`config.mk`:
```
export PLATFORM = sky130hd
export DESIGN_NAME = ahb_burst_monitor
export DESIGN_NICKNAME = d
export VERILOG_FILES = /design/src/rtl/ahb_mon_pkg.sv /design/src/rtl/ahb_mon_rst_sync.sv /design/src/rtl/ahb_mon_beat_check.sv /design/src/rtl/ahb_mon_tracker.sv /design/src/rtl/ahb_mon_flags.sv /design/src/rtl/ahb_burst_monitor.sv
export SDC_FILE = /design/constraint.sdc
export NUM_CORES = 1
export LEC_CHECK = 0
export BUFFER_PORTS_ARGS = -buffer_cell sky130_fd_sc_hd__buf_2
export CAP_MARGIN = 20
export CORE_MARGIN = 2
export CORE_UTILIZATION = 45
export DETAILED_ROUTE_END_ITERATION = 16
export PLACE_DENSITY = 0.77
export SLEW_MARGIN = 20
export SYNTH_ARGS = -nofsm -noshare
export SYNTH_HDL_FRONTEND = slang
export SYNTH_SLANG_ARGS = --single-unit
```
`constraint.sdc`:
```
create_clock -name clk -period 2.5 [get_ports clk]
set_input_delay 0.25 -clock clk [delete_from_list [all_inputs] [get_ports clk]]
set_output_delay 0.25 -clock clk [all_outputs]
set_load 0.1 [all_outputs]
```
`src/rtl/ahb_mon_pkg.sv`:
```
package ahb_mon_pkg;

  typedef enum logic [1:0] {
    TR_IDLE   = 2'b00,
    TR_BUSY   = 2'b01,
    TR_NONSEQ = 2'b10,
    TR_SEQ    = 2'b11
  } trans_e;

  localparam logic [2:0] BT_SINGLE = 3'b000;
  localparam logic [2:0] BT_INCR   = 3'b001;

  localparam int NUM_ERR  = 5;
  localparam int E_START  = 0;
  localparam int E_STEP   = 1;
  localparam int E_ALIGN  = 2;
  localparam int E_BOUND  = 3;
  localparam int E_SHORT  = 4;

  // Beat count of a fixed-length burst type; 1 for SINGLE and INCR
  function automatic logic [4:0] fixed_len(input logic [2:0] bt);
    case (bt[2:1])
      2'b01:   return 5'd4;
      2'b10:   return 5'd8;
      2'b11:   return 5'd16;
      default: return 5'd1;
    endcase
  endfunction

endpackage

```
`src/rtl/ahb_mon_rst_sync.sv`:
```
module ahb_mon_rst_sync (
  input  logic clk,
  input  logic rst_n,
  output logic srst_n
);
  logic [1:0] stage_q;

  always_ff @(posedge clk or negedge rst_n) begin
    if (!rst_n) stage_q <= 2'b00;
    else        stage_q <= {stage_q[0], 1'b1};
  end

  assign srst_n = stage_q[1];
endmodule

```
`src/rtl/ahb_mon_beat_check.sv`:
```
module ahb_mon_beat_check #(
  parameter int ADDR_W  = 32,
  parameter int BOUND_W = 10,
  localparam int REG_W  = ADDR_W - BOUND_W
) (
  input  logic [ADDR_W-1:0] haddr,
  input  logic [2:0]        hsize,
  input  logic              chk_beat,
  input  logic              chk_seq,
  input  logic              chk_step,
  input  logic [REG_W-1:0]  region,
  input  logic [ADDR_W-1:0] prev_addr,
  output logic              align_err,
  output logic              bound_err,
  output logic              step_err
);
  logic [ADDR_W-1:0] size_bytes;
  logic [ADDR_W-1:0] size_mask;

  always_comb begin
    size_bytes = ADDR_W'(1) << hsize;
    size_mask  = size_bytes - ADDR_W'(1);
    align_err  = chk_beat && (|(haddr & size_mask));
    bound_err  = chk_seq && (haddr[ADDR_W-1:BOUND_W] != region);
    step_err   = chk_step && (haddr != (prev_addr + size_bytes));
  end
endmodule

```
`src/rtl/ahb_mon_tracker.sv`:
```
module ahb_mon_tracker
  import ahb_mon_pkg::*;
#(
  parameter int ADDR_W  = 32,
  parameter int BOUND_W = 10,
  localparam int REG_W  = ADDR_W - BOUND_W
) (
  input  logic              clk,
  input  logic              srst_n,
  input  logic [ADDR_W-1:0] haddr,
  input  logic [1:0]        htrans,
  input  logic [2:0]        hburst,
  input  logic              hready,
  output logic              chk_beat,
  output logic              chk_seq,
  output logic              chk_step,
  output logic [REG_W-1:0]  region,
  output logic [ADDR_W-1:0] prev_addr,
  output logic              start_err,
  output logic              short_err,
  output logic              early_now,
  output logic [1:0]        done_inc
);
  logic             active_q, active_d;
  logic             fixed_q, fixed_d;
  logic             wrap_q, wrap_d;
  logic [4:0]       left_q, left_d;
  logic [REG_W-1:0] region_q, region_d;
  logic [ADDR_W-1:0] prev_q, prev_d;
  logic             load_en;

  always_comb begin
    active_d  = active_q;
    fixed_d   = fixed_q;
    wrap_d    = wrap_q;
    left_d    = left_q;
    region_d  = region_q;
    prev_d    = prev_q;
    load_en   = 1'b0;
    start_err = 1'b0;
    short_err = 1'b0;
    early_now = 1'b0;
    done_inc  = 2'd0;
    chk_beat  = hready && htrans[1];
    chk_seq   = hready && (htrans == TR_SEQ) && active_q;
    chk_step  = chk_seq && !wrap_q;
    if (hready) begin
      load_en = 1'b1;
      case (trans_e'(htrans))
        TR_IDLE: begin
          if (active_q) begin
            if (fixed_q) short_err = 1'b1;
            else         done_inc  = 2'd1;
          end
          active_d = 1'b0;
        end
        TR_BUSY: begin
          if (!active_q) start_err = 1'b1;
        end
        TR_NONSEQ: begin
          if (active_q) begin
            if (fixed_q) early_now = 1'b1;
            else         done_inc  = 2'd1;
          end
          region_d = haddr[ADDR_W-1:BOUND_W];
          prev_d   = haddr;
          fixed_d  = (hburst[2:1] != 2'b00);
          wrap_d   = (hburst != BT_SINGLE) && !hburst[0];
          left_d   = fixed_len(hburst) - 5'd1;
          if (hburst == BT_SINGLE) begin
            done_inc = done_inc + 2'd1;
            active_d = 1'b0;
          end else begin
            active_d = 1'b1;
          end
        end
        default: begin
          if (!active_q) begin
            start_err = 1'b1;
          end else begin
            prev_d = haddr;
            if (fixed_q) begin
              left_d = left_q - 5'd1;
              if (left_q == 5'd1) begin
                done_inc = 2'd1;
                active_d = 1'b0;
              end
            end
          end
        end
      endcase
    end
  end

  always_ff @(posedge clk or negedge srst_n) begin
    if (!srst_n) begin
      active_q <= 1'b0;
      fixed_q  <= 1'b0;
      wrap_q   <= 1'b0;
      left_q   <= 5'd0;
      region_q <= '0;
      prev_q   <= '0;
    end else if (load_en) begin
      active_q <= active_d;
      fixed_q  <= fixed_d;
      wrap_q   <= wrap_d;
      left_q   <= left_d;
      region_q <= region_d;
      prev_q   <= prev_d;
    end
  end

  assign region    = region_q;
  assign prev_addr = prev_q;

  AST_FIXED_LEFT_BOUNDED: assert property (@(posedge clk) disable iff (!srst_n)
    active_q && fixed_q |-> (left_q != 5'd0) && (left_q < 5'd16)) else $error("left");
endmodule

```
`src/rtl/ahb_mon_flags.sv`:
```
module ahb_mon_flags #(
  parameter int NUM_ERR = 5,
  parameter int CNT_W   = 16
) (
  input  logic               clk,
  input  logic               srst_n,
  input  logic [NUM_ERR-1:0] err_now,
  input  logic               early_now,
  input  logic [1:0]         done_inc,
  output logic [NUM_ERR-1:0] err_pulse,
  output logic [NUM_ERR-1:0] err_sticky,
  output logic               early_term,
  output logic [CNT_W-1:0]   burst_cnt
);
  genvar gi;
  generate
    for (gi = 0; gi < NUM_ERR; gi++) begin : g_flag
      logic pulse_q, sticky_q, sticky_d;
      always_comb sticky_d = sticky_q | err_now[gi];
      always_ff @(posedge clk or negedge srst_n) begin
        if (!srst_n) begin
          pulse_q  <= 1'b0;
          sticky_q <= 1'b0;
        end else begin
          pulse_q  <= err_now[gi];
          sticky_q <= sticky_d;
        end
      end
      assign err_pulse[gi]  = pulse_q;
      assign err_sticky[gi] = sticky_q;
    end
  endgenerate

  logic             early_q;
  logic [CNT_W-1:0] cnt_q, cnt_d;
  logic             cnt_en;

  always_comb begin
    cnt_en = (done_inc != 2'd0);
    cnt_d  = cnt_q + CNT_W'(done_inc);
  end

  always_ff @(posedge clk or negedge srst_n) begin
    if (!srst_n) begin
      early_q <= 1'b0;
      cnt_q   <= '0;
    end else begin
      early_q <= early_now;
      if (cnt_en) cnt_q <= cnt_d;
    end
  end

  assign early_term = early_q;
  assign burst_cnt  = cnt_q;

  AST_STICKY_COVERS_PULSE: assert property (@(posedge clk) disable iff (!srst_n)
    (err_pulse & ~err_sticky) == '0) else $error("sticky");
  AST_STICKY_NEVER_CLEARS: assert property (@(posedge clk) disable iff (!srst_n)
    (err_sticky & $past(err_sticky)) == $past(err_sticky)) else $error("hold");
  AST_CNT_STEP: assert property (@(posedge clk) disable iff (!srst_n)
    (CNT_W'(burst_cnt - $past(burst_cnt)) <= CNT_W'(2))) else $error("cnt");
endmodule

```
`src/rtl/ahb_burst_monitor.sv`:
```
module ahb_burst_monitor
  import ahb_mon_pkg::*;
#(
  parameter int ADDR_W  = 32,
  parameter int BOUND_W = 10,
  parameter int CNT_W   = 16
) (
  input  logic               clk,
  input  logic               rst_n,
  input  logic [ADDR_W-1:0]  haddr,
  input  logic [1:0]         htrans,
  input  logic [2:0]         hburst,
  input  logic [2:0]         hsize,
  input  logic               hready,
  output logic [NUM_ERR-1:0] err_pulse,
  output logic [NUM_ERR-1:0] err_sticky,
  output logic               early_term,
  output logic [CNT_W-1:0]   burst_cnt
);
  localparam int REG_W = ADDR_W - BOUND_W;

  logic              srst_n;
  logic              chk_beat, chk_seq, chk_step;
  logic [REG_W-1:0]  region;
  logic [ADDR_W-1:0] prev_addr;
  logic              start_err, short_err, early_now;
  logic              align_err, bound_err, step_err;
  logic [1:0]        done_inc;
  logic [NUM_ERR-1:0] err_now;

  ahb_mon_rst_sync u_rst (.clk(clk), .rst_n(rst_n), .srst_n(srst_n));

  ahb_mon_tracker #(.ADDR_W(ADDR_W), .BOUND_W(BOUND_W)) u_trk (
    .clk(clk), .srst_n(srst_n), .haddr(haddr), .htrans(htrans),
    .hburst(hburst), .hready(hready), .chk_beat(chk_beat),
    .chk_seq(chk_seq), .chk_step(chk_step), .region(region),
    .prev_addr(prev_addr), .start_err(start_err), .short_err(short_err),
    .early_now(early_now), .done_inc(done_inc)
  );

  ahb_mon_beat_check #(.ADDR_W(ADDR_W), .BOUND_W(BOUND_W)) u_chk (
    .haddr(haddr), .hsize(hsize), .chk_beat(chk_beat), .chk_seq(chk_seq),
    .chk_step(chk_step), .region(region), .prev_addr(prev_addr),
    .align_err(align_err), .bound_err(bound_err), .step_err(step_err)
  );

  always_comb begin
    err_now          = '0;
    err_now[E_START] = start_err;
    err_now[E_STEP]  = step_err;
    err_now[E_ALIGN] = align_err;
    err_now[E_BOUND] = bound_err;
    err_now[E_SHORT] = short_err;
  end

  ahb_mon_flags #(.NUM_ERR(NUM_ERR), .CNT_W(CNT_W)) u_flg (
    .clk(clk), .srst_n(srst_n), .err_now(err_now), .early_now(early_now),
    .done_inc(done_inc), .err_pulse(err_pulse), .err_sticky(err_sticky),
    .early_term(early_term), .burst_cnt(burst_cnt)
  );

  AST_PULSE_NEEDS_READY: assert property (@(posedge clk) disable iff (!srst_n)
    ((|err_pulse) || early_term) |-> $past(hready)) else $error("ready");
  AST_WORD_MISALIGN_FLAGGED: assert property (@(posedge clk) disable iff (!srst_n)
    hready && htrans[1] && (hsize == 3'd2) && (haddr[1:0] != 2'b00) |=> err_pulse[E_ALIGN])
    else $error("align");
  AST_EARLY_NOT_ERROR: assert property (@(posedge clk) disable iff (!srst_n)
    early_term |-> !err_pulse[E_SHORT]) else $error("early");
endmodule

```
* Word-level counts from Yosys, hierarchy flattened
Index checks and enable logic that the tools add are counted.
Cells by class: add/sub/neg operators 6, eq/ne operators 9, shift-type cells 1, muxes and demuxes 33, bitwise logic cells 8, reduce and logical (&&, ||, !) cells 24
Operators by type and width (number):
- 32-bit one-hot mux with 2 select lines | 1
- 32-bit adder | 1
- 32-bit bitwise AND | 1
- 32-bit 2-to-1 mux | 1
- 32-bit != test | 1
- 32-bit OR reduction | 1
- 1-bit by 3-bit left shift with 32-bit output (first input constant) | 1
- 32-bit by 1-bit subtractor with 32-bit output (second input constant) | 1
- 22-bit != test | 1
- 5-bit 2-to-1 mux | 4
- 16-bit by 2-bit adder with 16-bit output | 1
- 1-bit 2-to-1 mux | 16
- 5-bit one-hot mux with 3 select lines | 1
- 2-bit 2-to-1 mux | 7
- 5-bit one-hot mux with 2 select lines | 1
- 5-bit by 1-bit subtractor with 5-bit output (second input constant) | 2
- 2-bit == test (second input constant) | 4
- 1-bit logical AND | 8
- 2-bit nonzero test | 4
- 2-bit one-hot mux with 3 select lines | 1
- 3-bit AND reduction | 2
- 5-bit by 1-bit == test with 1-bit output (second input constant) | 1
- 1-bit bitwise OR | 5
- 5-bit AND reduction | 1
- 10 further kinds | 14
Storage, ports and cells: bits in registers 91, word-level logic and storage cells 100

* Logic depth before layout (Yosys ltp)
depth after elaboration 9, gate-level depth with buffers 14

* Modules after synthesis
From an unflattened synthesis, not the netlist that was laid out.
Unflattened totals: cell total of the unflattened synthesis 559, area, all modules 6077.1 um2
Modules (own cells, without submodules):
- ahb_mon_tracker | times used 1, cells an instance 184, area each 2882.8 um2
- ahb_mon_beat_check | times used 1, cells an instance 278, area each 1984.4 um2
- ahb_mon_flags | times used 1, cells an instance 94, area each 1156.1 um2
- ahb_mon_rst_sync | times used 1, cells an instance 3, area each 53.8 um2

* Worst setup path before layout
No wires, ideal clock.
path kind input-to-reg, start point input hsize[1], end point register u_flg.g_flag[1].sticky_q, setup time 0.135 ns, arrival time 3.083 ns, slack -0.717 ns, stages on the path 14, buffers on the path 2, cell sequence clkbuf_1 -> nor3_1 -> ha_1 -> fa_1 -> o21a_1 -> a211o_1 -> a311o_1 -> and3_1 -> buf_4 -> nand3_1 -> mux2i_1 -> or3_1 -> nor4_2 -> a31oi_1
On the way: cells in the longest elaborated chain, start to end 5
RTL lines:
- from (decl) | line ahb_burst_monitor.sv:13 | input logic [2:0] hsize,
- 1-bit by 3-bit left shift with 32-bit output | line ahb_mon_beat_check.sv:21 | size_bytes = ADDR_W'(1) << hsize;
- 32-bit adder | line ahb_mon_beat_check.sv:25 | step_err = chk_step && (haddr != (prev_addr + size_bytes));
- 32-bit != test | line ahb_mon_beat_check.sv:25
- 1-bit logical AND | line ahb_mon_beat_check.sv:25
- 1-bit bitwise OR | line ahb_mon_flags.sv:19 | always_comb sticky_d = sticky_q | err_now[gi];
- net u_flg.g_flag[1].sticky_d | line ahb_mon_flags.sv:18 | logic pulse_q, sticky_q, sticky_d;
- to (signal assigned) | line ahb_mon_flags.sv:26 | sticky_q <= sticky_d;
- to (decl) | line ahb_mon_flags.sv:18
The timed path passes the listed nets, and every way through them passes these cells. A chain may end at the register's enable or synchronous reset.

* Final worst setup path
start point register u_trk.prev_q[0], in the netlist u_trk.prev_addr[0], end point register u_flg.g_flag[1].sticky_q
On the way: cells in the longest elaborated chain, start to end 4
RTL lines:
- from (decl) | line ahb_mon_tracker.sv:29 | logic [ADDR_W-1:0] prev_q, prev_d;
- from (signal assigned) | line ahb_mon_tracker.sv:109 | prev_q <= prev_d;
- 32-bit adder | line ahb_mon_beat_check.sv:25
- 32-bit != test | line ahb_mon_beat_check.sv:25
- 1-bit logical AND | line ahb_mon_beat_check.sv:25
- 1-bit bitwise OR | line ahb_mon_flags.sv:19
- net u_flg.g_flag[1].sticky_d | line ahb_mon_flags.sv:18
The timed path passes the listed nets, and every way through them passes these cells.

==> Implementation_results.wiki <==
{| class="wikitable"
! Metric !! Value
|-
| Run status || finished with violations
|-
| Violations in the final reports || negative setup slack
|-
| Most area-hungry cell type in the Yosys netlist || dfrtp_1
|-
| Min cycle time layout || between 2 and 3 ns
|-
| Synthesized area per cell || 9.41 um^2
|-
| Global-route wire length before repair || 22.3 mm
|-
| Die height || between 100 and 150 um
|-
| Type of element capturing the critical path || flip-flop
|-
| Number of global-route vias before repair || approximately 4700
|-
| Sequential share of the synthesized area || ~41%
|-
| Clock tree from TritonCTS || yes
|-
| Synthesized Nets || approximately 650
|-
| Post-synthesis xor/xnor area fraction || about an eighth
|-
| Total congestion overflow || 0
|-
| Ratio of final minimum period to clock period || 118%
|-
| Half-perimeter wire length after placement || around 10 mm
|-
| Flip-flop and latch count after synthesis || 91
|-
| Required time of the critical path || ~2.7 ns
|-
| Min-delay worst type || input port to flip-flop
|-
| ANT nets after route || 0
|-
| Highest fanout seen on the critical path || 7
|-
| TritonCTS Buffers || 9
|-
| Mean routed wirelength per cell || roughly 16 um
|-
| Clock transition at the registers of the reported paths || approximately 0.06 ns
|-
| Residual DRC || 0
|-
| Commonest register cell after synthesis || dfrtp_1
|-
| GRT Overall Usage || about a fifth
|-
| Design area || approximately 7000 um^2
|-
| Static leakage || ~0.0032 uW
|-
| Count of cell types in the netlist || 66
|-
| Final hold violations || 0
|-
| Initial antenna violation count || 1
|-
| Net count of the finished layout || roughly 760
|-
| Drt first-iter violations || 190
|-
| H-Tree Level Count || 3
|-
| Worst IR Drop VDD || 0.000463 V
|-
| Netlist area before placement || 5560 um^2
|-
| Placement Cell Area || ~6400 um^2
|-
| Quantity of I/O buffers inserted on ports || 69
|-
| Most frequent cells in the layout || nand2_1 (100), dfrtp_1 (90), buf_2 (69), buf_4 (62), xnor2_1 (52)
|-
| Max frequency || ~0.34 GHz
|-
| Critical Setup Path Class || flip-flop to flip-flop
|-
| Top-level I/O count || 70
|-
| Simple logic cell fraction of the synthesized area || 20.2%
|-
| Number of synthesized flops with an enable pin || 0
|-
| Root Buffer || clkbuf_16
|-
| Arrival time worst endpoint || about 3.2 ns
|-
| Share of the synthesized area in compound gates (AO/OA/AOI/OAI) || a little over a tenth
|-
| Cells taking the most area after synthesis || dfrtp_1 (41%), xnor2_1 (8.2%), nand2_1 (6.8%)
|-
| Initial core utilization || between 40% and 50%
|-
| Total vias in the final route || about 4700
|-
| Adder and majority gate portion of the synthesized area || between 3 and 4%
|-
| Power Dens Cells || about 700 nW/um^2
|-
| Core box area || 12100 um^2
|-
| Clock latency on the worst-skew pair || between 0.3 and 0.4 ns
|-
| Actual slew at the worst max-slew pin || between 0.5 and 0.6 ns
|-
| Total power || 4970 uW
|-
| Die ar. || between 10000 and 15000 um^2
|-
| Share of synthesized registers carrying an async set or reset || 100%
|-
| Final weighted congestion in routability-driven placement || around 1
|-
| Reg-to-reg setup timing slack || -0.44 ns
|-
| Die outline width || 115 um
|-
| Fraction of post-synthesis cell area in the top cell type by area || between 40% and 50%
|-
| Number of antenna cells inserted || 0
|-
| Sum of negative setup slack || -0.866 ns
|-
| Post-route worst hold slack || roughly 0.12 ns
|-
| RSZ-0062 raised after global routing || true
|-
| Maximum clock insertion buffer count || 2
|-
| Num Clock Sinks || between 90 and 100
|-
| Commonest non-fill, non-tap cell in the layout || nand2_1
|-
| Setup skew after layout || roughly 0.0066 ns
|-
| Post-synthesis to final-layout area growth || 24.2%
|-
| Number of rows created at floorplan || 40
|-
| Via-to-Cell Ratio || roughly 5.4
|-
| Share of final-layout standard cells stronger than drive strength 1 || between 30% and 40%
|-
| Number of search-and-repair iterations in the first detailed-routing pass || 4
|-
| Final Max Tran Viols || 0
|-
| Dominant combinational cell family by area after synthesis || simple AND/OR/NAND/NOR gates
|-
| Mux share of post-synthesis cell area || ~7.0%
|-
| Final setup violation count || 4
|-
| Launching element type of the critical path || flip-flop
|-
| Worst setup slack after layout || -0.439 ns
|-
| Worst slew slack as a fraction of its limit || roughly 60%
|-
| Number of standard cells after synthesis || between 500 and 600
|-
| Number of maximum-capacitance violations || 0
|-
| Total Routed Length || about 14 mm
|-
| Pin count of the biggest net entering global routing || between 40 and 50
|-
| Synth warnings || 0
|}
logic make-up after synthesis:
group | count (synthesis)
and+or+nand+nor | 231
DFF | 91
AOI/OAI and AO/OA | 87
xor gates and xnor gates | 84
buffers and inverters | 46
muxes | 35
adders and majority gates | 16
other | 1
sequential cells by signal, indices dropped and copies added, names as in the netlist:
signal                 flops
u_trk.left_q               5
u_trk.region              22
u_flg.early_term           1
u_rst.stage_q              2
u_trk.wrap_q               1
u_flg.g_flag.pulse_q       5
u_trk.fixed_q              1
u_trk.prev_addr           32
u_flg.burst_cnt           16
u_trk.active_q             1
u_flg.g_flag.sticky_q      5
cell type report:
type                    instances  area [um^2]
flip-flops and latches         91         2280
multi-input cells             454         3230
well taps                     168          210
fillers                      1034         5150
clock buffers                  13          270
repair buffers                132          821
inverters                      14         52.6
clock inverters                 3         43.8
layer usage:
layer / vias to the layer above / routed length (um) / track usage, %
li1: 2281 / - / -
met1: 2312 / 5890 / 25.7
met2: 102 / 7030 / 37.4
met3: 25 / 627 / 5.64
met4: 2 / 255 / 6.18
met5: - / 13 / 0
worst max-delay path: stages (launching register included):
cell,delay (ns)
dfrtp_1,0.41
ha_4,0.18
fa_2,0.34
o21a_1,0.19
a211o_1,0.27
a311o_1,0.31
and3_4,0.20
nand3_2,0.08
mux2i_1,0.07
or3_4,0.40
nor4_4,0.24
a31oi_1,0.12
final timing paths:
kind | startpoint | to | cells past startpoint
setup / recovery | u_trk.prev_addr[0] | u_flg.g_flag[1].sticky_q | 11
hold / removal | hburst[0] | u_trk.wrap_q | 2
setup reg to reg | u_trk.prev_addr[0] | u_flg.g_flag[1].sticky_q | 11
hold reg to reg | u_rst.stage_q[1] | u_trk.left_q[2] | 0
max in group asynchronous | u_rst.stage_q[1] | u_trk.prev_addr[4] | 1
min in group asynchronous | rst_n | u_rst.stage_q[1] | 2
power breakdown:
group,leakage (uW),switching [uW],total (uW),internal [uW]
sequential,0.00112,228,1930,1710
combinational,0.00194,899,1610,712
clock,0.000156,569,1430,859
synthesized netlist by cell type, drive strengths merged, types with 14 or more instances:
library cell,n
a21oi,17
buf,14
clkbuf,18
dfrtp,91
inv,14
mux2,31
nand2,101
nand3,20
nand4,17
nor2,29
nor3,18
o21ai,18
xnor2,52
xor2,32
what timing repair did:
| action | in CTS | in global routing |
|---|---|---|
| hold buffers | 1 | 0 |
| setup buffers | 1 | 6 |
| endpoints found under the hold margin | 2 | 0 |
| gates resized for setup | 17 | 17 |
| pin swaps | 11 | 14 |
| endpoints found under the setup margin | 10 | 9 |
metrics by stage:
stage                     setup WS [ns]  instances  util, %
after floorplan                  -0.522        591        -
final                            -0.439        875     57.3
after CTS                        -0.474        869     56.2
after global routing             -0.554        875     57.3
after global placement           -0.591        851     52.8
after detailed placement         -0.692        851     52.8
(Power assumes the default switching activity.)
